--- src/rtl/osd_cmd_pkg.sv ---
package osd_cmd_pkg;

  localparam int WORD_W = 8;
  localparam int ATTR_W = 2;
  localparam int POS_W  = 6;
  localparam int NUM_CTL = 4;
  localparam int CTL_ID_W = 4;
  localparam int CTL_DAT_W = 7;

  typedef enum logic [2:0] {
    CMD_ADDR = 3'd0,
    CMD_CHAR = 3'd1,
    CMD_VPOS = 3'd2,
    CMD_HPOS = 3'd3,
    CMD_CTL1 = 3'd4,
    CMD_CTL2 = 3'd5,
    CMD_CTL3 = 3'd6,
    CMD_CTL4 = 3'd7
  } cmd_e;

  // True when an index sits at (or beyond) the last slot of a range of n.
  function automatic logic at_last(input int unsigned v, input int unsigned n);
    return v >= n - 1;
  endfunction

endpackage

--- src/rtl/osd_ser_rx.sv ---
module osd_ser_rx
  import osd_cmd_pkg::*;
#(
  parameter int BYTE_W = WORD_W
) (
  input  logic              clk,
  input  logic              rst_n,
  input  logic              csn_i,
  input  logic              sck_i,
  input  logic              sdi_i,
  output logic              word_vld_o,
  output logic [BYTE_W-1:0] word_o,
  output logic              cs_rise_o
);
  localparam int CNT_W = $clog2(BYTE_W);
  localparam int NPIN = 3;
  localparam logic [NPIN-1:0] PIN_IDLE = 3'b100;

  logic [NPIN-1:0] pins, meta_q, sync_q, prev_q;
  assign pins = {csn_i, sck_i, sdi_i};

  // Two-stage synchroniser plus one history stage, one per pin.
  for (genvar g = 0; g < NPIN; g++) begin : g_sync
    always_ff @(posedge clk or negedge rst_n) begin
      if (!rst_n) begin
        meta_q[g] <= PIN_IDLE[g];
        sync_q[g] <= PIN_IDLE[g];
        prev_q[g] <= PIN_IDLE[g];
      end else begin
        meta_q[g] <= pins[g];
        sync_q[g] <= meta_q[g];
        prev_q[g] <= sync_q[g];
      end
    end
  end

  logic csn_s, sck_rise, cs_up, sdi_s;
  assign csn_s    = sync_q[2];
  assign sck_rise = sync_q[1] & ~prev_q[1];
  assign cs_up    = sync_q[2] & ~prev_q[2];
  assign sdi_s    = sync_q[0];

  logic [CNT_W-1:0]  cnt_q;
  logic [BYTE_W-1:0] shf_q;
  logic [BYTE_W-1:0] shf_next;
  assign shf_next = {shf_q[BYTE_W-2:0], sdi_s};

  always_ff @(posedge clk or negedge rst_n) begin
    if (!rst_n) begin
      cnt_q      <= '0;
      shf_q      <= '0;
      word_o     <= '0;
      word_vld_o <= 1'b0;
      cs_rise_o  <= 1'b0;
    end else begin
      word_vld_o <= 1'b0;
      cs_rise_o  <= cs_up;
      if (csn_s) begin
        cnt_q <= '0;
      end else if (sck_rise) begin
        shf_q <= shf_next;
        if (cnt_q == CNT_W'(BYTE_W - 1)) begin
          cnt_q      <= '0;
          word_o     <= shf_next;
          word_vld_o <= 1'b1;
        end else begin
          cnt_q <= cnt_q + 1'b1;
        end
      end
    end
  end
endmodule

--- src/rtl/osd_cmd_fsm.sv ---
module osd_cmd_fsm
  import osd_cmd_pkg::*;
#(
  parameter int N_ROWS = 12,
  parameter int N_COLS = 24,
  parameter int ROW_W  = $clog2(N_ROWS),
  parameter int COL_W  = $clog2(N_COLS)
) (
  input  logic                            clk,
  input  logic                            rst_n,
  input  logic                            word_vld,
  input  logic [WORD_W-1:0]               word_in,
  input  logic                            cs_rise,
  output logic                            char_we,
  output logic [ROW_W-1:0]                char_row,
  output logic [COL_W-1:0]                char_col,
  output logic [WORD_W-1:0]               char_code,
  output logic [ATTR_W-1:0]               char_attr,
  output logic                            erase_req,
  output logic                            locked,
  output logic                            hold,
  output logic [POS_W-1:0]                vstart,
  output logic [POS_W-1:0]                hstart,
  output logic [4*ATTR_W-1:0]             line_size,
  output logic [NUM_CTL*CTL_ID_W-1:0]     ctl_id,
  output logic [NUM_CTL*CTL_DAT_W-1:0]    ctl_dat
);
  cmd_e              cmd_q;
  logic [ROW_W-1:0]  row_q;
  logic [COL_W-1:0]  col_q;
  logic [ATTR_W-1:0] attr_q;

  logic is_id, accept, ctl1_id, regs_clr, decode;
  cmd_e id_cmd;
  assign is_id    = word_in[WORD_W-1];
  assign id_cmd   = cmd_e'(word_in[6:4]);
  assign accept   = word_vld & ~hold;
  assign decode   = accept & ~locked;
  assign ctl1_id  = decode & is_id & (id_cmd == CMD_CTL1);
  assign regs_clr = ctl1_id & word_in[3];
  assign erase_req = ctl1_id & ~word_in[3] & word_in[2];

  always_ff @(posedge clk or negedge rst_n) begin
    if (!rst_n) begin
      cmd_q     <= CMD_ADDR;
      locked    <= 1'b0;
      hold      <= 1'b0;
      row_q     <= '0;
      col_q     <= '0;
      attr_q    <= '0;
      char_we   <= 1'b0;
      char_row  <= '0;
      char_col  <= '0;
      char_code <= '0;
      char_attr <= '0;
      vstart    <= '0;
      hstart    <= '0;
      line_size <= '0;
    end else begin
      char_we <= 1'b0;
      if (cs_rise) begin
        cmd_q  <= CMD_ADDR;
        locked <= 1'b0;
        hold   <= 1'b0;
      end else if (accept && locked) begin
        char_we   <= 1'b1;
        char_row  <= row_q;
        char_col  <= col_q;
        char_code <= word_in;
        char_attr <= attr_q;
        if (at_last(32'(col_q), N_COLS)) begin
          col_q <= '0;
          row_q <= at_last(32'(row_q), N_ROWS) ? '0 : row_q + 1'b1;
        end else begin
          col_q <= col_q + 1'b1;
        end
      end else if (decode && is_id) begin
        cmd_q <= id_cmd;
        if (regs_clr) begin
          hold      <= 1'b1;
          row_q     <= '0;
          col_q     <= '0;
          attr_q    <= '0;
          vstart    <= '0;
          hstart    <= '0;
          line_size <= '0;
        end else begin
          case (id_cmd)
            CMD_ADDR: row_q <= ROW_W'(word_in[3:0]);
            CMD_CHAR: begin
              locked <= 1'b1;
              attr_q <= word_in[ATTR_W-1:0];
            end
            CMD_VPOS: line_size[3:0] <= word_in[3:0];
            CMD_HPOS: line_size[7:4] <= word_in[3:0];
            default: ;
          endcase
        end
      end else if (decode) begin
        case (cmd_q)
          CMD_ADDR: col_q  <= COL_W'(word_in[4:0]);
          CMD_VPOS: vstart <= word_in[POS_W-1:0];
          CMD_HPOS: hstart <= word_in[POS_W-1:0];
          default: ;
        endcase
      end
    end
  end

  // One id/data register pair per control command.
  for (genvar k = 0; k < NUM_CTL; k++) begin : g_ctl
    localparam cmd_e MY_CMD = cmd_e'(4 + k);
    always_ff @(posedge clk or negedge rst_n) begin
      if (!rst_n) begin
        ctl_id[k*CTL_ID_W +: CTL_ID_W]    <= '0;
        ctl_dat[k*CTL_DAT_W +: CTL_DAT_W] <= '0;
      end else if (regs_clr) begin
        ctl_id[k*CTL_ID_W +: CTL_ID_W]    <= '0;
        ctl_dat[k*CTL_DAT_W +: CTL_DAT_W] <= '0;
      end else if (decode && is_id && id_cmd == MY_CMD) begin
        ctl_id[k*CTL_ID_W +: CTL_ID_W] <= word_in[CTL_ID_W-1:0];
      end else if (decode && !is_id && cmd_q == MY_CMD) begin
        ctl_dat[k*CTL_DAT_W +: CTL_DAT_W] <= word_in[CTL_DAT_W-1:0];
      end
    end
  end
endmodule

--- src/rtl/osd_erase_seq.sv ---
module osd_erase_seq #(
  parameter int N_ROWS = 12,
  parameter int N_COLS = 24,
  parameter int ROW_W  = $clog2(N_ROWS),
  parameter int COL_W  = $clog2(N_COLS)
) (
  input  logic             clk,
  input  logic             rst_n,
  input  logic             start,
  input  logic             stall,
  output logic             busy,
  output logic [ROW_W-1:0] row,
  output logic [COL_W-1:0] col
);
  logic row_end, col_end;
  assign row_end = (row == ROW_W'(N_ROWS - 1));
  assign col_end = (col == COL_W'(N_COLS - 1));

  always_ff @(posedge clk or negedge rst_n) begin
    if (!rst_n) begin
      busy <= 1'b0;
      row  <= '0;
      col  <= '0;
    end else if (start) begin
      busy <= 1'b1;
      row  <= '0;
      col  <= '0;
    end else if (busy && !stall) begin
      if (col_end) begin
        col <= '0;
        if (row_end) begin
          busy <= 1'b0;
          row  <= '0;
        end else begin
          row <= row + 1'b1;
        end
      end else begin
        col <= col + 1'b1;
      end
    end
  end
endmodule

--- src/rtl/osd_cmd_decoder.sv ---
module osd_cmd_decoder
  import osd_cmd_pkg::*;
#(
  parameter int N_ROWS = 12,
  parameter int N_COLS = 24,
  parameter int ROW_W  = $clog2(N_ROWS),
  parameter int COL_W  = $clog2(N_COLS)
) (
  input  logic                         clk,
  input  logic                         rst_n,
  input  logic                         ser_csn,
  input  logic                         ser_clk,
  input  logic                         ser_dat,
  output logic                         mem_we,
  output logic [ROW_W-1:0]             mem_row,
  output logic [COL_W-1:0]             mem_col,
  output logic [WORD_W-1:0]            mem_code,
  output logic [ATTR_W-1:0]            mem_attr,
  output logic                         erase_busy,
  output logic [POS_W-1:0]             vstart,
  output logic [POS_W-1:0]             hstart,
  output logic [4*ATTR_W-1:0]          line_size,
  output logic [NUM_CTL*CTL_ID_W-1:0]  ctl_id,
  output logic [NUM_CTL*CTL_DAT_W-1:0] ctl_dat
);
  localparam logic [WORD_W-1:0] BLANK_CODE = '1;

  // Named internal events, also used by the bound checker.
  logic              word_vld, cs_rise, char_we, erase_req, locked, hold;
  logic [WORD_W-1:0] rx_word;
  logic [ROW_W-1:0]  char_row, er_row;
  logic [COL_W-1:0]  char_col, er_col;
  logic [WORD_W-1:0] char_code;
  logic [ATTR_W-1:0] char_attr;

  osd_ser_rx #(.BYTE_W(WORD_W)) u_rx (
    .clk(clk), .rst_n(rst_n),
    .csn_i(ser_csn), .sck_i(ser_clk), .sdi_i(ser_dat),
    .word_vld_o(word_vld), .word_o(rx_word), .cs_rise_o(cs_rise)
  );

  osd_cmd_fsm #(.N_ROWS(N_ROWS), .N_COLS(N_COLS), .ROW_W(ROW_W), .COL_W(COL_W)) u_fsm (
    .clk(clk), .rst_n(rst_n),
    .word_vld(word_vld), .word_in(rx_word), .cs_rise(cs_rise),
    .char_we(char_we), .char_row(char_row), .char_col(char_col),
    .char_code(char_code), .char_attr(char_attr),
    .erase_req(erase_req), .locked(locked), .hold(hold),
    .vstart(vstart), .hstart(hstart), .line_size(line_size),
    .ctl_id(ctl_id), .ctl_dat(ctl_dat)
  );

  osd_erase_seq #(.N_ROWS(N_ROWS), .N_COLS(N_COLS), .ROW_W(ROW_W), .COL_W(COL_W)) u_erase (
    .clk(clk), .rst_n(rst_n),
    .start(erase_req), .stall(char_we),
    .busy(erase_busy), .row(er_row), .col(er_col)
  );

  // Memory port: a character write wins, the sweep uses idle cycles.
  always_comb begin
    mem_we   = char_we | erase_busy;
    mem_row  = '0;
    mem_col  = '0;
    mem_code = '0;
    mem_attr = '0;
    if (char_we) begin
      mem_row  = char_row;
      mem_col  = char_col;
      mem_code = char_code;
      mem_attr = char_attr;
    end else if (erase_busy) begin
      mem_row  = er_row;
      mem_col  = er_col;
      mem_code = BLANK_CODE;
    end
  end
endmodule

--- config.mk ---
export PLATFORM = sky130hd
export DESIGN_NAME = osd_cmd_decoder
export DESIGN_NICKNAME = d
export VERILOG_FILES = /design/src/rtl/osd_cmd_pkg.sv /design/src/rtl/osd_ser_rx.sv /design/src/rtl/osd_cmd_fsm.sv /design/src/rtl/osd_erase_seq.sv /design/src/rtl/osd_cmd_decoder.sv
export SDC_FILE = /design/constraint.sdc
export NUM_CORES = 1
export LEC_CHECK = 0
export BUFFER_PORTS_ARGS = -buffer_cell sky130_fd_sc_hd__buf_4
export CAP_MARGIN = 20
export CORE_ASPECT_RATIO = 1.75
export CORE_MARGIN = 1.5
export CORE_UTILIZATION = 31
export DETAILED_ROUTE_END_ITERATION = 16
export MAX_ROUTING_LAYER = met4
export PLACE_DENSITY = 0.6
export SYNTH_ARGS = -nofsm -noshare
export SYNTH_HDL_FRONTEND = slang
export SYNTH_SLANG_ARGS = --single-unit
--- constraint.sdc ---
create_clock -name clk -period 5.1 [get_ports clk]
set_input_delay 1.02 -clock clk [delete_from_list [all_inputs] [get_ports clk]]
set_output_delay 1.02 -clock clk [all_outputs]
set_load 0.01 [all_outputs]
Yosys cells after proc, flatten, opt, wreduce, memory -nomap -nowiden
Cells that the tools add are included.

storage, ports and cells
  register bits after elaboration = 138
  logic and storage cells = 231
  input port bits = 5
  output and inout bits = 85

operators by class
  bitwise gates (word level) = 18
  multiplexer cells = 82
  eq/ne operators = 25
  add/sub/neg operators = 5
  reductions and logical operators = 60
  magnitude comparators = 2

operator list
  kind                   count
  $mux W4                22
  $mux W7                12
  $mux W5                11
  $reduce_bool A2 Y1     22
  $mux W6                7
  $eq A3 B3 Y1 const B   9
  $mux W8                3
  $reduce_and A4 Y1      6
  $mux W1                18
  $mux W3                6
  $reduce_and A2 Y1      8
  $eq A3 B2 Y1 const B   4
  $logic_and A1 B1 Y1    12
  $add A5 B1 Y5 const B  2
  $ne A2 B1 Y1 const B   5
  $reduce_and A5 Y1      2
  $and A1 B1 Y1          9
  $reduce_and A3 Y1      3
  $reduce_bool A3 Y1     3
  $add A4 B1 Y4 const B  2
  $not A1 Y1             8
  $logic_not A3 Y1       2
  $mux W2                3
  $ne A2 B2 Y1 const B   3
  other kinds (9)        10

Longest topological paths before layout
  word-level depth = 10
  mapped depth = 8
  mapped depth without buffers = 5

Modules after synthesis
Synthesis repeated with hierarchy kept, for this count alone.

unflattened totals
  cells, all modules = 530
  area total of the unflattened synthesis = 6296.0 um2

by module, submodules not included
  module           instances  area each (um2)  seq. area each (um2)  cells each
  osd_cmd_fsm      1          4484.3           2502.4                377
  osd_ser_rx       1          1051.0           704.4                 60
  osd_erase_seq    1          560.5            250.2                 57
  osd_cmd_decoder  1          200.2            0.0                   36

Least setup slack after synthesis
Ideal clock, no wire load.

  kind = register to output
  start = register u_erase.busy
  end = output mem_col[0]
  stages on the path, launching flop included = 5
  required time = 4.080 ns
  setup slack = 2.824 ns
  data arrival time = 1.256 ns
  cell sequence = dfrtp_1 -> nor2b_1 -> clkbuf_1 -> clkbuf_1 -> a22o_1

between the ends
  word-level cells in the longest chain between the ends = 2

RTL lines
  element                 RTL line               RTL
  start, declared         osd_erase_seq.sv:11    output logic busy,
  start signal, assigned  osd_erase_seq.sv:21    busy <= 1'b0;
  start signal, assigned  osd_erase_seq.sv:25    busy <= 1'b1;
  start signal, assigned  osd_erase_seq.sv:32    busy <= 1'b0;
  $mux W5                 osd_cmd_decoder.sv:70  end else if (erase_busy) begin
  $mux W5                 osd_cmd_decoder.sv:65  if (char_we) begin
  end, declared           osd_cmd_decoder.sv:16  output logic [COL_W-1:0] mem_col,

Every way passes these cells.

Worst setup path in the final report
  start = register u_fsm.char_we
  end = output mem_code[6]

between the ends
  word-level cells in the longest chain between the ends = 1

RTL lines
  element                 RTL line               RTL
  start, declared         osd_cmd_fsm.sv:14      output logic char_we,
  start signal, assigned  osd_cmd_fsm.sv:51      char_we <= 1'b0;
  start signal, assigned  osd_cmd_fsm.sv:60      char_we <= 1'b0;
  start signal, assigned  osd_cmd_fsm.sv:66      char_we <= 1'b1;
  $mux W8                 osd_cmd_decoder.sv:65
  end, declared           osd_cmd_decoder.sv:17  output logic [WORD_W-1:0] mem_code,

Every way passes these cells.

==> results.sh <==
export IMPL_rr_endpoint="u_fsm.row_q[3]$_DFFE_PN0P_"
export IMPL_switchingPower_mw=0.506
export IMPL_status="completed"
export IMPL_synth_xor_area_share_pct=0.142
export IMPL_ff2ff_path_depth=4
export IMPL_viasPerCell=5.04
export IMPL_wl_um=14900
export IMPL_grt_pass1_vias=4571
export IMPL_globalRouteMet3Util_pct=3.46
export IMPL_gp_congestion=0.804
export IMPL_synth_seq_cells=138
export IMPL_fin_setup_tns_ns=0
export IMPL_cp_required_ns=4.08
export IMPL_drive_gt1_share_pct=33.4
export IMPL_grt_pass1_wl_um=24100
export IMPL_synth_top_area_share_pct=54.7
export IMPL_use_met1_pct=16.0
export IMPL_initial_core_util_pct=31.4
export IMPL_dr_pass1_iters=4
export IMPL_clock_sinks=138
export IMPL_pwr_share_clk_pct=53.3
export IMPL_swShare_pct=19.8
export IMPL_antenna_found_initial=0
export IMPL_hold_violations=0
export IMPL_internal_power_mw=2.05
export IMPL_postCtsHoldBufs=0
export IMPL_drv_cap=0
export IMPL_cts_tree="yes"
export IMPL_place_ws_ns=2.13
export IMPL_worst_slack_ns=2.11
export IMPL_yosys_warnings=0
export IMPL_ys_flop_type="dfrtp_1"
export IMPL_ys_async_sr_fraction_pct=100
export IMPL_post_cts_resized=0
export IMPL_rsz0062_at_grt="false"
export IMPL_worst_path_max_fanout=22
export IMPL_postCtsSetupBuffers=0
export IMPL_syn2layout_area_growth_pct=24.9
export IMPL_die_h_um=190
export IMPL_maxSlewHeadroom_pct=31.1
export IMPL_hold_path_class="reg2reg"
export IMPL_whs_ns=0.353
export IMPL_syn_inst=514
export IMPL_clk_latency_ns=0.42
export IMPL_synth_fa_ha_area_share_pct=1.21
export IMPL_cts_root_buf="clkbuf_16"
export IMPL_drtIter0Drc=218
export IMPL_worstSetupEndpointType="output port"
export IMPL_ant_nets=0
export IMPL_min_path_cells=0
export IMPL_synthMuxAreaShare_pct=15.7
export IMPL_reg2reg_from="u_fsm.locked$_DFFE_PN0P_"
export IMPL_p_leak_nw=3.89
export IMPL_layout_min_cycle_time_ns=2.99
export IMPL_final_common_cell="dfrtp_1"
export IMPL_synth_top_family_by_area="multiplexers"
export IMPL_cellPowerDensity_mw_per_mm2=331
export IMPL_synth_top_cell_by_area="dfrtp_1"
export IMPL_synthTopCellsByArea="dfrtp_1, mux2_2, mux2i_1"
export IMPL_synth_net_count=525
export IMPL_clock_fmax_mhz=335
export IMPL_synth_compound_area_share_pct=9.23
export IMPL_r2r_slack_ns=2.59
export IMPL_portBuffers=89
export IMPL_drt_wirelength_per_cell_um=17.5
export IMPL_hold_start="u_rx.meta_q[1]$_DFF_PN0_"
export IMPL_layout_nets=606
export IMPL_tightest_slew_ns=1.02
export IMPL_overflow=0
export IMPL_drc=0
export IMPL_worst_endpoint_arrival_ns=1.97
export IMPL_grt_max_degree=109
export IMPL_power_frac_seq_pct=44.7
export IMPL_ys_seq_area_share_pct=55.9
export IMPL_antennaDiodeCount=0
export IMPL_ctsHtreeMaxLevel=4
export IMPL_skew_ns=0.00792
export IMPL_synth_area_per_cell_um2=12.0
export IMPL_cp_start_kind="flop"
export IMPL_clkTransAtPathRegs_ns=0.06
export IMPL_gr_usage_all_layers_pct=15.8
export IMPL_rows=68
export IMPL_ios=90
export IMPL_dr_total_vias=4296
export IMPL_clockBufferDepth=2
export IMPL_drv_slew=0
export IMPL_comb_power_share_pct=2.0
export IMPL_holdPathEnd="u_rx.sync_q[1]$_DFF_PN0_"
export IMPL_setup_viol=0
export IMPL_die_area_mm2=0.0208
export IMPL_synth_edff_count=0
export IMPL_crit_type="reg2out"
export IMPL_gr_max_usage_layer="met2"
export IMPL_ys_types=62
export IMPL_layout_common_cells="dfrtp_1, buf_4, mux2_2"
export IMPL_post_route_period_util_pct=58.6
export IMPL_core_area_mm2=0.0197
export IMPL_grt_util_met2_pct=28.3
export IMPL_p_total_mw=2.56
export IMPL_ir_drop_mv=0.174
export IMPL_dp_hpwl_um=10500
export IMPL_syn_cell_area_mm2=0.00618
export IMPL_die_w_um=110
export IMPL_numCtsBuffers=17
export IMPL_synth_simple_area_share_pct=14.9
worst max-delay path, cell delays in order, from the launching register on:
cell	delay (ns)
dfrtp_1	0.76
nand2b_1	0.49
nand2_1	0.12
buf_4	0.17
synth_stat cells (2+ instances only):
cell type / number
o31ai_1: 3
buf_2: 10
a31oi_1: 2
nor4_1: 2
nand2_1: 35
o2bb2ai_1: 2
nor2b_1: 7
clkbuf_1: 16
nor3_1: 4
a2111oi_4: 2
inv_1: 7
nand3_1: 25
dfrtp_1: 135
or3_1: 2
nor2_2: 2
nand2b_1: 4
a21o_1: 4
o21a_1: 2
mux2_2: 57
nand4_1: 2
and4bb_2: 2
and2_1: 14
nand4b_1: 3
o21ai_0: 18
buf_4: 3
ha_1: 6
dfstp_2: 3
a211o_1: 3
mux2i_1: 32
a22o_1: 14
nor4b_4: 2
a21oi_1: 15
nor2_1: 47
power groups by stage:
stage / logic, mW / clock network (mW) / registers [mW]
finish: 0.0503 / 1.36 / 1.14
detailed placement: 0.0530 / 0 / 1.16
CTS: 0.0530 / 1.39 / 1.14
global route: 0.0574 / 1.45 / 1.15
floorplan: 0.0260 / 0 / 1.15
global placement: 0.0502 / 0 / 1.16
final cells by class:
class                      count  area (um2)
timing repair buffer          93         702
clock inverter                11         193
tap                          245         307
sequential                   138        3460
clock buffer                  21         470
inverter                       7        26.3
multi-input combinational    338        2560
fill                        1861       11900
how the worst max path moves through the flow:
stage	to	depth (start not counted)	start
finish	mem_code[6]	3	u_fsm.char_we$_DFF_PN0_
global route	mem_code[6]	3	u_fsm.char_we$_DFF_PN0_
CTS	mem_row[1]	3	u_fsm.char_we$_DFF_PN0_
detailed placement	mem_col[4]	3	u_fsm.char_we$_DFF_PN0_
global placement	mem_row[0]	3	u_fsm.char_we$_DFF_PN0_
floorplan	mem_col[0]	4	u_erase.busy$_DFFE_PN0P_
per-stage QoR:
step	instance area [um2]	utilization, %	cells
finish	7720	39.3	853
global route	7720	39.3	853
CTS	7710	39.2	852
detailed placement	7050	35.9	820
global placement	7050	35.9	820
floorplan	6180	-	514
layer usage:
layer,up-vias,part of all wire [%]
met5,-,0
met4,0,2.9
met3,29,2.7
met2,71,57
met1,2200,37
li1,1996,-
sequential cells by signal, summed over array words and instances (netlist names), 2 cells and up:
signal and count:
u_rx.prev_q 2, u_rx.meta_q 3, u_fsm.hstart 6, u_fsm.char_code 8, u_fsm.char_attr 2, u_rx.cnt_q 3
u_fsm.char_row 4, u_fsm.col_q 5, u_fsm.row_q 4, u_fsm.ctl_dat 28, u_fsm.ctl_id 16, u_fsm.cmd_q 3
u_rx.word_o 8, u_fsm.attr_q 2, u_erase.row 4, u_erase.col 5, u_rx.shf_q 7, u_fsm.line_size 8
u_fsm.char_col 5, u_fsm.vstart 6
cells by family (layout without fill, tap and decap cells):
family | Yosys count | count (layout)
and+or+nand+nor | 165 | 165
DFF | 138 | 138
muxes | 90 | 90
AOI/OAI and AO/OA | 76 | 76
buffers and inverters | 38 | 132
adders and majority gates | 6 | 6
xor gates and xnor gates | 1 | 1
No activity file was read; power rests on OpenSTA's default activity.
